File: src/rtl/dfs_pkg.sv
package dfs_pkg;
  localparam int CTRL_REQ_BIT  = 18;
  localparam int STAT_IDLE_BIT = 16;
  localparam int STAT_IRQM_BIT = 24;
  localparam int STAT_FIQM_BIT = 25;
  localparam int EVT_DONE_BIT  = 1;
  localparam int EVT_MASK_BIT  = 17;

  typedef enum logic {SEQ_IDLE = 1'b0, SEQ_WAIT = 1'b1} seq_state_t;
endpackage

File: src/rtl/dfs_regs.sv
module dfs_regs
  import dfs_pkg::*;
#(
  parameter int AW = 8,
  parameter int DW = 32,
  parameter logic [AW-1:0] OFS_CTRL = 8'h04,
  parameter logic [AW-1:0] OFS_STAT = 8'h0C,
  parameter logic [AW-1:0] OFS_EVT  = 8'h20
) (
  input  logic          clk,
  input  logic          rst,
  input  logic          we,
  input  logic [AW-1:0] addr,
  input  logic [DW-1:0] wdata,
  input  logic          hw_req_clr,
  input  logic          hw_done_set,
  output logic          req_bit,
  output logic          idle_wait,
  output logic          mask_irq,
  output logic          mask_fiq,
  output logic          done_bit,
  output logic          done_mask,
  output logic          irq_q,
  output logic [DW-1:0] rdata
);
  logic wr_ctrl, wr_stat, wr_evt;
  logic req_n, idle_n, irqm_n, fiqm_n, done_n, mask_n;
  logic [DW-1:0] rd_n;
  logic unused_wbits;

  assign unused_wbits = ^wdata;
  assign wr_ctrl = we && (addr == OFS_CTRL);
  assign wr_stat = we && (addr == OFS_STAT);
  assign wr_evt  = we && (addr == OFS_EVT);

  always_comb begin
    req_n  = req_bit;
    idle_n = idle_wait;
    irqm_n = mask_irq;
    fiqm_n = mask_fiq;
    done_n = done_bit;
    mask_n = done_mask;
    if (wr_ctrl) req_n = wdata[CTRL_REQ_BIT];
    if (hw_req_clr) req_n = 1'b0;
    if (wr_stat) begin
      idle_n = wdata[STAT_IDLE_BIT];
      irqm_n = wdata[STAT_IRQM_BIT];
      fiqm_n = wdata[STAT_FIQM_BIT];
    end
    if (wr_evt) begin
      mask_n = wdata[EVT_MASK_BIT];
      if (!wdata[EVT_DONE_BIT]) done_n = 1'b0;
    end
    if (hw_done_set) done_n = 1'b1;
  end

  always_comb begin
    rd_n = '0;
    if (addr == OFS_CTRL) begin
      rd_n[CTRL_REQ_BIT] = req_bit;
    end else if (addr == OFS_STAT) begin
      rd_n[STAT_IDLE_BIT] = idle_wait;
      rd_n[STAT_IRQM_BIT] = mask_irq;
      rd_n[STAT_FIQM_BIT] = mask_fiq;
    end else if (addr == OFS_EVT) begin
      rd_n[EVT_DONE_BIT] = done_bit;
      rd_n[EVT_MASK_BIT] = done_mask;
    end
  end

  always_ff @(posedge clk) begin
    if (rst) begin
      req_bit   <= 1'b0;
      idle_wait <= 1'b0;
      mask_irq  <= 1'b0;
      mask_fiq  <= 1'b0;
      done_bit  <= 1'b0;
      done_mask <= 1'b0;
      irq_q     <= 1'b0;
      rdata     <= '0;
    end else begin
      req_bit   <= req_n;
      idle_wait <= idle_n;
      mask_irq  <= irqm_n;
      mask_fiq  <= fiqm_n;
      done_bit  <= done_n;
      done_mask <= mask_n;
      irq_q     <= done_n & ~mask_n;
      rdata     <= rd_n;
    end
  end
endmodule

File: src/rtl/dfs_seq.sv
module dfs_seq
  import dfs_pkg::*;
(
  input  logic clk,
  input  logic rst,
  input  logic req_bit,
  input  logic idle_wait,
  input  logic mask_irq,
  input  logic mask_fiq,
  input  logic core_wfi,
  input  logic ack_in,
  output logic sw_req,
  output logic wake,
  output logic busy,
  output logic ack_take
);
  seq_state_t state;
  logic fire;

  assign busy     = (state == SEQ_WAIT);
  assign fire     = (state == SEQ_IDLE) && req_bit && core_wfi &&
                    idle_wait && mask_irq && mask_fiq;
  assign ack_take = busy && ack_in;

  always_ff @(posedge clk) begin
    if (rst) begin
      state  <= SEQ_IDLE;
      sw_req <= 1'b0;
      wake   <= 1'b0;
    end else begin
      sw_req <= fire;
      wake   <= ack_take;
      if (fire)          state <= SEQ_WAIT;
      else if (ack_take) state <= SEQ_IDLE;
    end
  end
endmodule

File: src/rtl/dfs_idle_switch.sv
module dfs_idle_switch #(
  parameter int AW = 8,
  parameter int DW = 32,
  parameter logic [AW-1:0] OFS_CTRL = 8'h04,
  parameter logic [AW-1:0] OFS_STAT = 8'h0C,
  parameter logic [AW-1:0] OFS_EVT  = 8'h20
) (
  input  logic          clk,
  input  logic          rst,
  input  logic          reg_we,
  input  logic [AW-1:0] reg_addr,
  input  logic [DW-1:0] reg_wdata,
  output logic [DW-1:0] reg_rdata,
  input  logic          core_wfi,
  output logic          core_wake,
  output logic          clk_sw_req,
  input  logic          clk_sw_ack,
  output logic          irq_out
);
  logic req_bit, idle_wait, mask_irq, mask_fiq, done_bit, done_mask;
  logic busy, ack_take;

  dfs_regs #(.AW(AW), .DW(DW), .OFS_CTRL(OFS_CTRL), .OFS_STAT(OFS_STAT),
             .OFS_EVT(OFS_EVT)) u_regs (
    .clk(clk), .rst(rst), .we(reg_we), .addr(reg_addr), .wdata(reg_wdata),
    .hw_req_clr(ack_take), .hw_done_set(ack_take),
    .req_bit(req_bit), .idle_wait(idle_wait), .mask_irq(mask_irq),
    .mask_fiq(mask_fiq), .done_bit(done_bit), .done_mask(done_mask),
    .irq_q(irq_out), .rdata(reg_rdata)
  );

  dfs_seq u_seq (
    .clk(clk), .rst(rst), .req_bit(req_bit), .idle_wait(idle_wait),
    .mask_irq(mask_irq), .mask_fiq(mask_fiq), .core_wfi(core_wfi),
    .ack_in(clk_sw_ack), .sw_req(clk_sw_req), .wake(core_wake),
    .busy(busy), .ack_take(ack_take)
  );
endmodule

File: config.mk
export PLATFORM = sky130hd
export DESIGN_NAME = dfs_idle_switch
export DESIGN_NICKNAME = d
export VERILOG_FILES = /design/src/rtl/dfs_pkg.sv /design/src/rtl/dfs_regs.sv /design/src/rtl/dfs_seq.sv /design/src/rtl/dfs_idle_switch.sv
export SDC_FILE = /design/constraint.sdc
export NUM_CORES = 1
export LEC_CHECK = 0
export BUFFER_PORTS_ARGS = -buffer_cell sky130_fd_sc_hd__buf_2
export CAP_MARGIN = 20
export CELL_PAD_IN_SITES_DETAIL_PLACEMENT = 1
export CELL_PAD_IN_SITES_GLOBAL_PLACEMENT = 1
export CORE_ASPECT_RATIO = 1.5
export CORE_MARGIN = 2
export CORE_UTILIZATION = 22
export DETAILED_ROUTE_END_ITERATION = 7
export PLACE_DENSITY = 0.84
export SYNTH_ARGS = -nofsm -noshare
export SYNTH_HDL_FRONTEND = slang
export SYNTH_HIERARCHICAL = 1
export SYNTH_SLANG_ARGS = --single-unit
File: constraint.sdc
create_clock -name clk -period 1.7 [get_ports clk]
set_input_delay 0.425 -clock clk [delete_from_list [all_inputs] [get_ports clk]]
set_output_delay 0.425 -clock clk [all_outputs]
set_load 0.02 [all_outputs]
==> metrics.txt, run 1 <==
Vias around 660; Ports 80; clock-pin slew on the worst setup and hold paths about 0.060 ns; Initial DRT Pass Iterations 3; hold depth 2; CTS tree yes; post-synthesis register bit count 16; # DRC 0; hold path start reg_we; RSZ-0062 raised after global routing no; pin count of the biggest net entering global routing 16; TNS Setup 0 ns; Core Region between 3000 and 4000 um^2; RePlAce Congestion 0.689; gr usage total about 8.0%; global route overflow 0; Sink Count 16; die area about 4700 um^2; fin crit share roughly 90%; worst-path fanout max 5; number of synthesized flops with an enable pin 0; Final Hold Viols 0; Worst EP arrival about 1.7 ns; reg2reg path depth 4; # hold bufs at CTS 0; outcome finished, final reports clean; met2 routed WL just over 900 um; Synth cell types 27; Initial Util between 20% and 30%; fin util between 20% and 30%; Leak Pwr ~0.52 nW; global-route wire length before repair between 2000 and 3000 um; pre-CTS WS -0.0913 ns; max-cap violation count 0; PwrDens 723 nW/um^2; CP endpoint kind flip-flop; Die Wd approximately 56 um; post-CTS sizing 0; CTS buffer count 3; layout cell share with drive strength beyond 1 between 30% and 40%; Routed Antenna Nets 0; Inst Count DP roughly 170; fraction of registers with async set/reset 0%; port buffer count 27; metal3 WL approximately 120 um; Nets between 150 and 200; average vias per placed instance a little under 4; die height 82.5 um; area delta synth->final 15.8%; site row count 28; worst skew pair latency 0.24 ns; Initial DRC Count 4; antenna diode instance count 0; Crit path required time roughly 1.8 ns; met1 WL roughly 650 um; Worst Skew 0.00212 ns; worst reg2reg startpoint u_seq/busy; clk buf depth 2; synthesized area 905 um^2; Root Buffer clkbuf_8; Post-Synthesis Cells 93; vias in the first global route roughly 670; worst reg-to-reg setup slack about 0.48 ns; H-tree depth 1; Finish-stage setup viols 0; Worst Hold End u_regs/done_bit; Finished Layout Cells 168; commonest cells after routing, fill and taps aside buf_2, conb_1, dfxtp_1; worst min path class in -> reg; final worst setup slack 0.169 ns; Peak VDD IR 402 uV; Max Used Layer met4; layout filler cell count between 400 and 500; Max Clk Rate around 650 MHz; critical path type in -> reg; Worst setup SP type primary input; post-DP HPWL 1480 um; synth warn 6; Final min period ~1.5 ns; Setup Fix Bufs, Post-CTS 0; Pins Over Slew Limit 0; final WL approximately 1700 um; wire per inst 10.2 um; commonest non-fill, non-tap cell in the layout buf_2; Seq/Total Area, Yosys 35.4%; initial antenna violation count 0; prevailing post-synth register cell dfxtp_1; Mean Syn Cell Area 9.73 um^2; r2r endpoint u_regs/irq_q
-- how the worst max path moves through the flow --
stage | from | end | slack [ns] | depth (start not counted)
3_5_place_dp | reg_addr[1] | u_regs/irq_q | -0.09 | 4
3_3_place_gp | reg_addr[1] | u_regs/irq_q | -0.09 | 4
6_report | reg_addr[1] | u_regs/irq_q | 0.17 | 4
4_1_cts | reg_addr[1] | u_regs/irq_q | 0.17 | 4
2_1_floorplan | reg_addr[1] | u_regs/irq_q | 0.06 | 3
5_1_grt | reg_addr[1] | u_regs/irq_q | 0.15 | 4
-- worst max-delay path: stages --
cell,delay (ns)
buf_2,0.10
or4_4,0.58
nor3_4,0.20
mux2_2,0.36
-- metrics by stage --
stage | hold slack, ns | total power [mW] | cell area (um^2)
after floorplan | 0.427 | 0.502 | 998
after global placement | 0.459 | 0.487 | 1010
after global routing | 0.429 | 0.801 | 1050
after CTS | 0.403 | 0.765 | 1050
final | 0.408 | 0.757 | 1050
after detailed placement | 0.470 | 0.488 | 1010
-- routing by layer --
layer | vias up | GRT usage (%)
li1 | 316 | -
met2 | 39 | 14.9
met1 | 299 | 8.64
met3 | 2 | 1.25
met5 | - | 0
met4 | 0 | 4.29
-- where the power goes --
group / switching, mW / internal [mW] / leakage (nW)
registers: 0.000141 / 0.375 / 0.129
logic: 0.0759 / 0.0290 / 0.368
clock network: 0.120 / 0.157 / 0.0216
total: 0.196 / 0.561 / 0.519
-- area by class of cell --
| type | count | area (um^2) | share of cell area, % |
|---|---|---|---|
| flip-flops and latches | 16 | 320 | 30.6 |
| repair buffers | 29 | 150 | 14.3 |
| clock buffers | 3 | 41.3 | 3.94 |
| inverters | 2 | 7.51 | 0.717 |
| multi-input cells | 73 | 472 | 45.0 |
| well taps | 45 | 56.3 | 5.38 |
-- registers in the layout, indices dropped and copies added (netlist names) --
| signal | flops |
|---|---|
| u_seq/busy | 1 |
| u_regs/rdata | 6 |
| u_regs/done_bit | 1 |
| u_regs/mask_fiq | 1 |
| u_seq/sw_req | 1 |
| u_regs/irq_q | 1 |
| u_regs/idle_wait | 1 |
| u_regs/mask_irq | 1 |
| u_seq/wake | 1 |
| u_regs/done_mask | 1 |
| u_regs/req_bit | 1 |
-- cells by family after synthesis --
kind of cell,synth area share (%)
multiplexers,6.78
buffers and inverters,22.8
flip-flops,35.4
other,0.415
AND/OR/NAND/NOR,31.3
AO/OA/AOI/OAI,3.32
-- synth_stat cells (all sizes together), types with 2 or more instances --
library cell  number  share of area, %
inv                2              0.83
or4b               2               3.0
nor2               4               1.7
nor3               6               5.8
or2                2               1.4
nand2b             8               5.5
nand2              3               1.2
and2               4               2.8
nor3b              2               1.7
mux2i              5               5.5
buf               26                22
dfxtp             16                35
Power figures use the tool's default switching activity.
==> run 2: changes to the inputs <==
Settings changed: REMOVE_ABC_BUFFERS from default to 1.
==> metrics.txt, run 2 (synthesis results as in run 1) <==
Worst EP arrival 1.66 ns (about the same); antenna diode instance count 0 (unchanged); clock network power share 41.3% (was 36.6%); Nets 170 (unchanged); Initial DRT Pass Iterations 3 (unchanged); Sink Count 16 (unchanged); sw power 208 uW (was 196 uW); Max Clk Rate 657 MHz (was 653 MHz); die area 4650 um^2 (unchanged); global-route wire length before repair 2530 um (was 2870 um); Die Wd 56.4 um (unchanged); peak per-stage delay on the critical path 0.57 ns (was 0.58 ns); Root Buffer clkbuf_8 (unchanged); site row count 28 (unchanged); CP endpoint kind flip-flop (unchanged); Ports 80 (unchanged); Worst Hold End u_regs/done_bit (unchanged); Final min period 1.52 ns (was 1.53 ns); area delta synth->final 17.3% (was 15.8%); hold path start reg_we (unchanged); Finish-stage setup viols 0 (unchanged); gr usage total 7.38% (was 8.00%); crit-path cells buf_2 -> or4_4 -> nor3_4 -> mux2_2 (unchanged); die height 82.5 um (unchanged); vias in the first global route 616 (was 671); RePlAce Congestion 0.701 (was 0.689); hold depth 2 (unchanged); # DRC 0 (unchanged); hold slack 0.388 ns (was 0.408 ns); Core Region 3960 um^2 (unchanged); worst skew pair latency 0.25 ns (was 0.24 ns); layout cell share with drive strength beyond 1 35.5% (was 35.0%); max-cap violation count 0 (unchanged); Worst setup SP type primary input (unchanged); # hold bufs at CTS 0 (unchanged); Vias 654 (was 656); Initial Util 22.9% (unchanged); commonest cells after routing, fill and taps aside buf_2, conb_1, dfxtp_1 (unchanged); TNS Setup 0 ns (unchanged); CTS tree yes (unchanged); post-DP HPWL 1450 um (was 1480 um); Finished Layout Cells 169 (was 168); max FFs per register 6 (unchanged); worst reg2reg startpoint u_seq/busy (unchanged); Design Power 817 uW (was 757 uW); outcome finished, final reports clean (unchanged); Worst Skew 0.00163 ns (was 0.00212 ns); critical path type in -> reg (unchanged); largest reg by FF count u_regs/rdata (unchanged); final WL 1670 um (was 1710 um); pin count of the biggest net entering global routing 16 (unchanged); post-CTS sizing 0 (unchanged); wire per inst 9.85 um (was 10.2 um); Seq pwr share 45.9% (was 49.5%); initial antenna violation count 0 (unchanged); sw frac 25.4% (was 25.9%); Pint 610 uW (was 561 uW); r2r endpoint u_regs/irq_q (unchanged); PwrDens 770 nW/um^2 (was 723 nW/um^2); Inst Count DP 165 (unchanged); clk buf depth 2 (unchanged); Initial DRC Count 3 (was 4); average vias per placed instance 3.87 (was 3.90); Routed Antenna Nets 0 (unchanged); reg2reg path depth 4 (unchanged); port buffer count 27 (unchanged); Pins Over Slew Limit 0 (unchanged); Gate power share 12.9% (was 13.9%); worst-path fanout max 5 (unchanged); Crit path required time 1.84 ns (was 1.83 ns); critical path's slowest cell or4_4 (unchanged); clock-pin slew on the worst setup and hold paths 0.06 ns (about the same); Final Hold Viols 0 (unchanged); H-tree depth 1 (unchanged); commonest non-fill, non-tap cell in the layout buf_2 (unchanged); Leak Pwr 0.526 nW (was 0.519 nW); Peak VDD IR 262 uV (was 402 uV); fin crit share 89.6% (was 90.0%); global route overflow 0 (unchanged); worst reg-to-reg setup slack 0.51 ns (was 0.48 ns); worst min path class in -> reg (unchanged); RSZ-0062 raised after global routing no (unchanged); layout filler cell count 492 (was 481); CTS buffer count 3 (unchanged); Setup Fix Bufs, Post-CTS 0 (unchanged)
## run 2: cell types whose count changed in the layout (fill, tap and decap cells not counted), sizes merged
cell and change:
clkbuf +1
## run 2: power by group through the flow
stage | Sequential (mW) | Combinational, mW | Clock [mW]
floorplan | 0.383 | 0.0709 | 0
global placement | 0.383 | 0.103 | 0
detailed placement | 0.383 | 0.105 | 0
CTS | 0.375 | 0.105 | 0.347
global route | 0.375 | 0.114 | 0.354
finish | 0.375 | 0.105 | 0.337
## run 2: critical path, delay by kind of cell
kind,cells,cell delay [ns]
buf+inv,1,0.10
mux,1,0.36
simple gates,2,0.77
## run 2: layout make-up
| class | instances | area (um^2) | area share [%] |
|---|---|---|---|
| multi-input cells | 73 | 472 | 44.5 |
| flip-flops and latches | 16 | 320 | 30.2 |
| repair buffers | 29 | 150 | 14.2 |
| well taps | 45 | 56.3 | 5.31 |
| clock buffers | 4 | 55.1 | 5.19 |
| inverters | 2 | 7.51 | 0.708 |
## run 2: worst max-delay path by stage
stage | cells after the start | from | endpoint
after detailed placement | 4 | reg_addr[1] | u_regs/irq_q
after global routing | 4 | reg_addr[1] | u_regs/irq_q
after CTS | 4 | reg_addr[1] | u_regs/irq_q
after global placement | 4 | reg_addr[1] | u_regs/irq_q
final | 4 | reg_addr[1] | u_regs/irq_q
after floorplan | 3 | reg_addr[1] | u_regs/irq_q
## run 2: routing by layer
layer	routed length, um	GRT usage, %
met2	884	13.9
met5	0	0
met3	174	1.71
met4	76	7.86
met1	530	6.00
## run 2: stage by stage
step	setup WS, ns	util [%]	area, um^2
floorplan	0.0583	-	800
global route	0.141	26.8	1060
detailed placement	-0.102	25.4	1010
finish	0.178	26.8	1060
global placement	-0.0911	25.4	1010
CTS	0.166	26.8	1060
==> run 3: changes to the inputs <==
Settings changed: CORE_ASPECT_RATIO 1.5 to 1.4, RECOVER_POWER from default to 100.
==> metrics.txt, run 3 (synthesis results as in run 1) <==
outcome finished, final reports clean (unchanged); CP endpoint kind flip-flop (unchanged); # hold bufs at CTS 0 (unchanged); worst reg-to-reg setup slack 0.48 ns (was 0.51 ns); die height 79.9 um (was 82.5 um); critical path type in -> reg (unchanged); Vias 651 (was 654); placed inst area 1010 um^2 (about the same); Worst Skew 0.00102 ns (was 0.00163 ns); post-DP HPWL 1500 um (was 1450 um); final worst setup slack 0.179 ns (was 0.178 ns); Initial Util 22.9% (about the same); r2r endpoint u_regs/irq_q (unchanged); site row count 27 (was 28); worst min path class in -> reg (unchanged); area delta synth->final 13.0% (was 17.3%); Final Cell Area 1020 um^2 (was 1060 um^2); Final Hold Viols 0 (unchanged); global-route wire length before repair 2720 um (was 2530 um); Seq. cell area 320 um^2 (unchanged); Routed Antenna Nets 0 (unchanged); Finished Layout Cells 168 (was 169); most used routing layer in global routing met2 (unchanged); Pins Over Slew Limit 0 (unchanged); Max Clk Rate 658 MHz (was 657 MHz); routing usage on met1 8.06% (was 6.00%); RSZ-0062 raised after global routing no (unchanged); commonest non-fill, non-tap cell in the layout conb_1 (was buf_2); Die Wd 58.2 um (was 56.4 um); Setup Fix Bufs, Post-CTS 0 (unchanged); pre-CTS WS -0.0725 ns (was -0.102 ns); crit path to u_regs/req_bit (was u_regs/irq_q); GR Layer Usage met2 13.6% (was 13.9%); Crit. Startpoint reg_addr[1] (unchanged); RePlAce Congestion 0.740 (was 0.701); # DRC 0 (unchanged); wire per inst 10.3 um (was 9.85 um); worst-path fanout max 3 (was 5); TNS Setup 0 ns (unchanged); average vias per placed instance 3.88 (was 3.87); largest reg by FF count u_regs/rdata (unchanged); clk buf depth 2 (unchanged); max-cap violation count 0 (unchanged); Multi-input gate area 447 um^2 (was 472 um^2); Final min period 1.52 ns (about the same); worst reg2reg startpoint u_seq/busy (unchanged); initial antenna violation count 0 (unchanged); Peak VDD IR 224 uV (was 262 uV); Root Buffer clkbuf_8 (unchanged); Finish-stage setup viols 0 (unchanged); global route overflow 0 (unchanged); CTS tree yes (unchanged); PwrDens 785 nW/um^2 (was 770 nW/um^2); gr usage total 7.71% (was 7.38%); fin util 25.9% (was 26.8%); Inst Count DP 164 (was 165); final WL 1730 um (was 1670 um); reg2reg path depth 4 (unchanged); Worst setup SP type primary input (unchanged); CTS buffer count 3 (unchanged); pin count of the biggest net entering global routing 16 (unchanged); GR met3 Demand/Resource 0.648% (was 1.71%); Initial DRC Count 3 (unchanged); max FFs per register 6 (unchanged); layout filler cell count 493 (was 492); die area 4650 um^2 (about the same); antenna diode instance count 0 (unchanged); clock-pin slew on the worst setup and hold paths 0.06 ns (about the same); Nets 171 (was 170); Ports 80 (unchanged); Crit path required time 1.87 ns (was 1.84 ns); Worst EP arrival 1.69 ns (was 1.66 ns); worst skew pair latency 0.24 ns (was 0.25 ns); commonest cells after routing, fill and taps aside conb_1, buf_2, dfxtp_1 (was buf_2, conb_1, dfxtp_1); Design Power 803 uW (was 817 uW); layout cell share with drive strength beyond 1 25.6% (was 35.5%); Core Region 3950 um^2 (was 3960 um^2); Leak Pwr 0.428 nW (was 0.526 nW); hold slack 0.396 ns (was 0.388 ns); Slew headroom about two thirds; vias in the first global route 661 (was 616); post-CTS sizing 0 (unchanged); Sink Count 16 (unchanged); port buffer count 27 (unchanged); worst slew pin tran 0.502 ns; H-tree depth 1 (unchanged); Initial DRT Pass Iterations 4 (was 3); fin crit share 89.4% (was 89.6%)
==> run 3: critical path, cell delays in order <==
cell      delay, ns
buf_2          0.10
or4_4          0.56
clkbuf_1       0.15
nor3_1         0.23
mux2i_1        0.22
==> run 3: how the worst min path moves through the flow <==
stage                        start          endpoint  cells after the start
floorplan           u_regs/req_bit  u_regs/rdata[18]                      2
global placement    u_regs/req_bit  u_regs/rdata[18]                      2
detailed placement  u_regs/req_bit  u_regs/rdata[18]                      2
CTS                         reg_we   u_regs/done_bit                      2
global route                reg_we   u_regs/done_bit                      2
finish                      reg_we   u_regs/done_bit                      2
==> run 3: area by class of cell <==
class                      instances  share of cell area (%)
multi-input combinational         73                    43.7
sequential                        16                    31.3
timing repair buffer              30                    13.6
clock buffer                       4                    5.39
tap                               43                    5.26
inverter                           2                   0.734
==> run 3: report_power, final <==
part | total (mW) | switching, mW | internal (mW) | leakage (nW)
Clock | 0.326 | 0.121 | 0.205 | 0.0288
Sequential | 0.375 | 0.000110 | 0.375 | 0.129
Combinational | 0.102 | 0.0747 | 0.0269 | 0.270
Total | 0.803 | 0.196 | 0.607 | 0.428
==> run 3: per-layer routing <==
metal,up-vias,part of all wire (%)
met2,42,50
li1,318,-
met3,2,10
met1,289,37
met5,-,0
met4,0,2.0
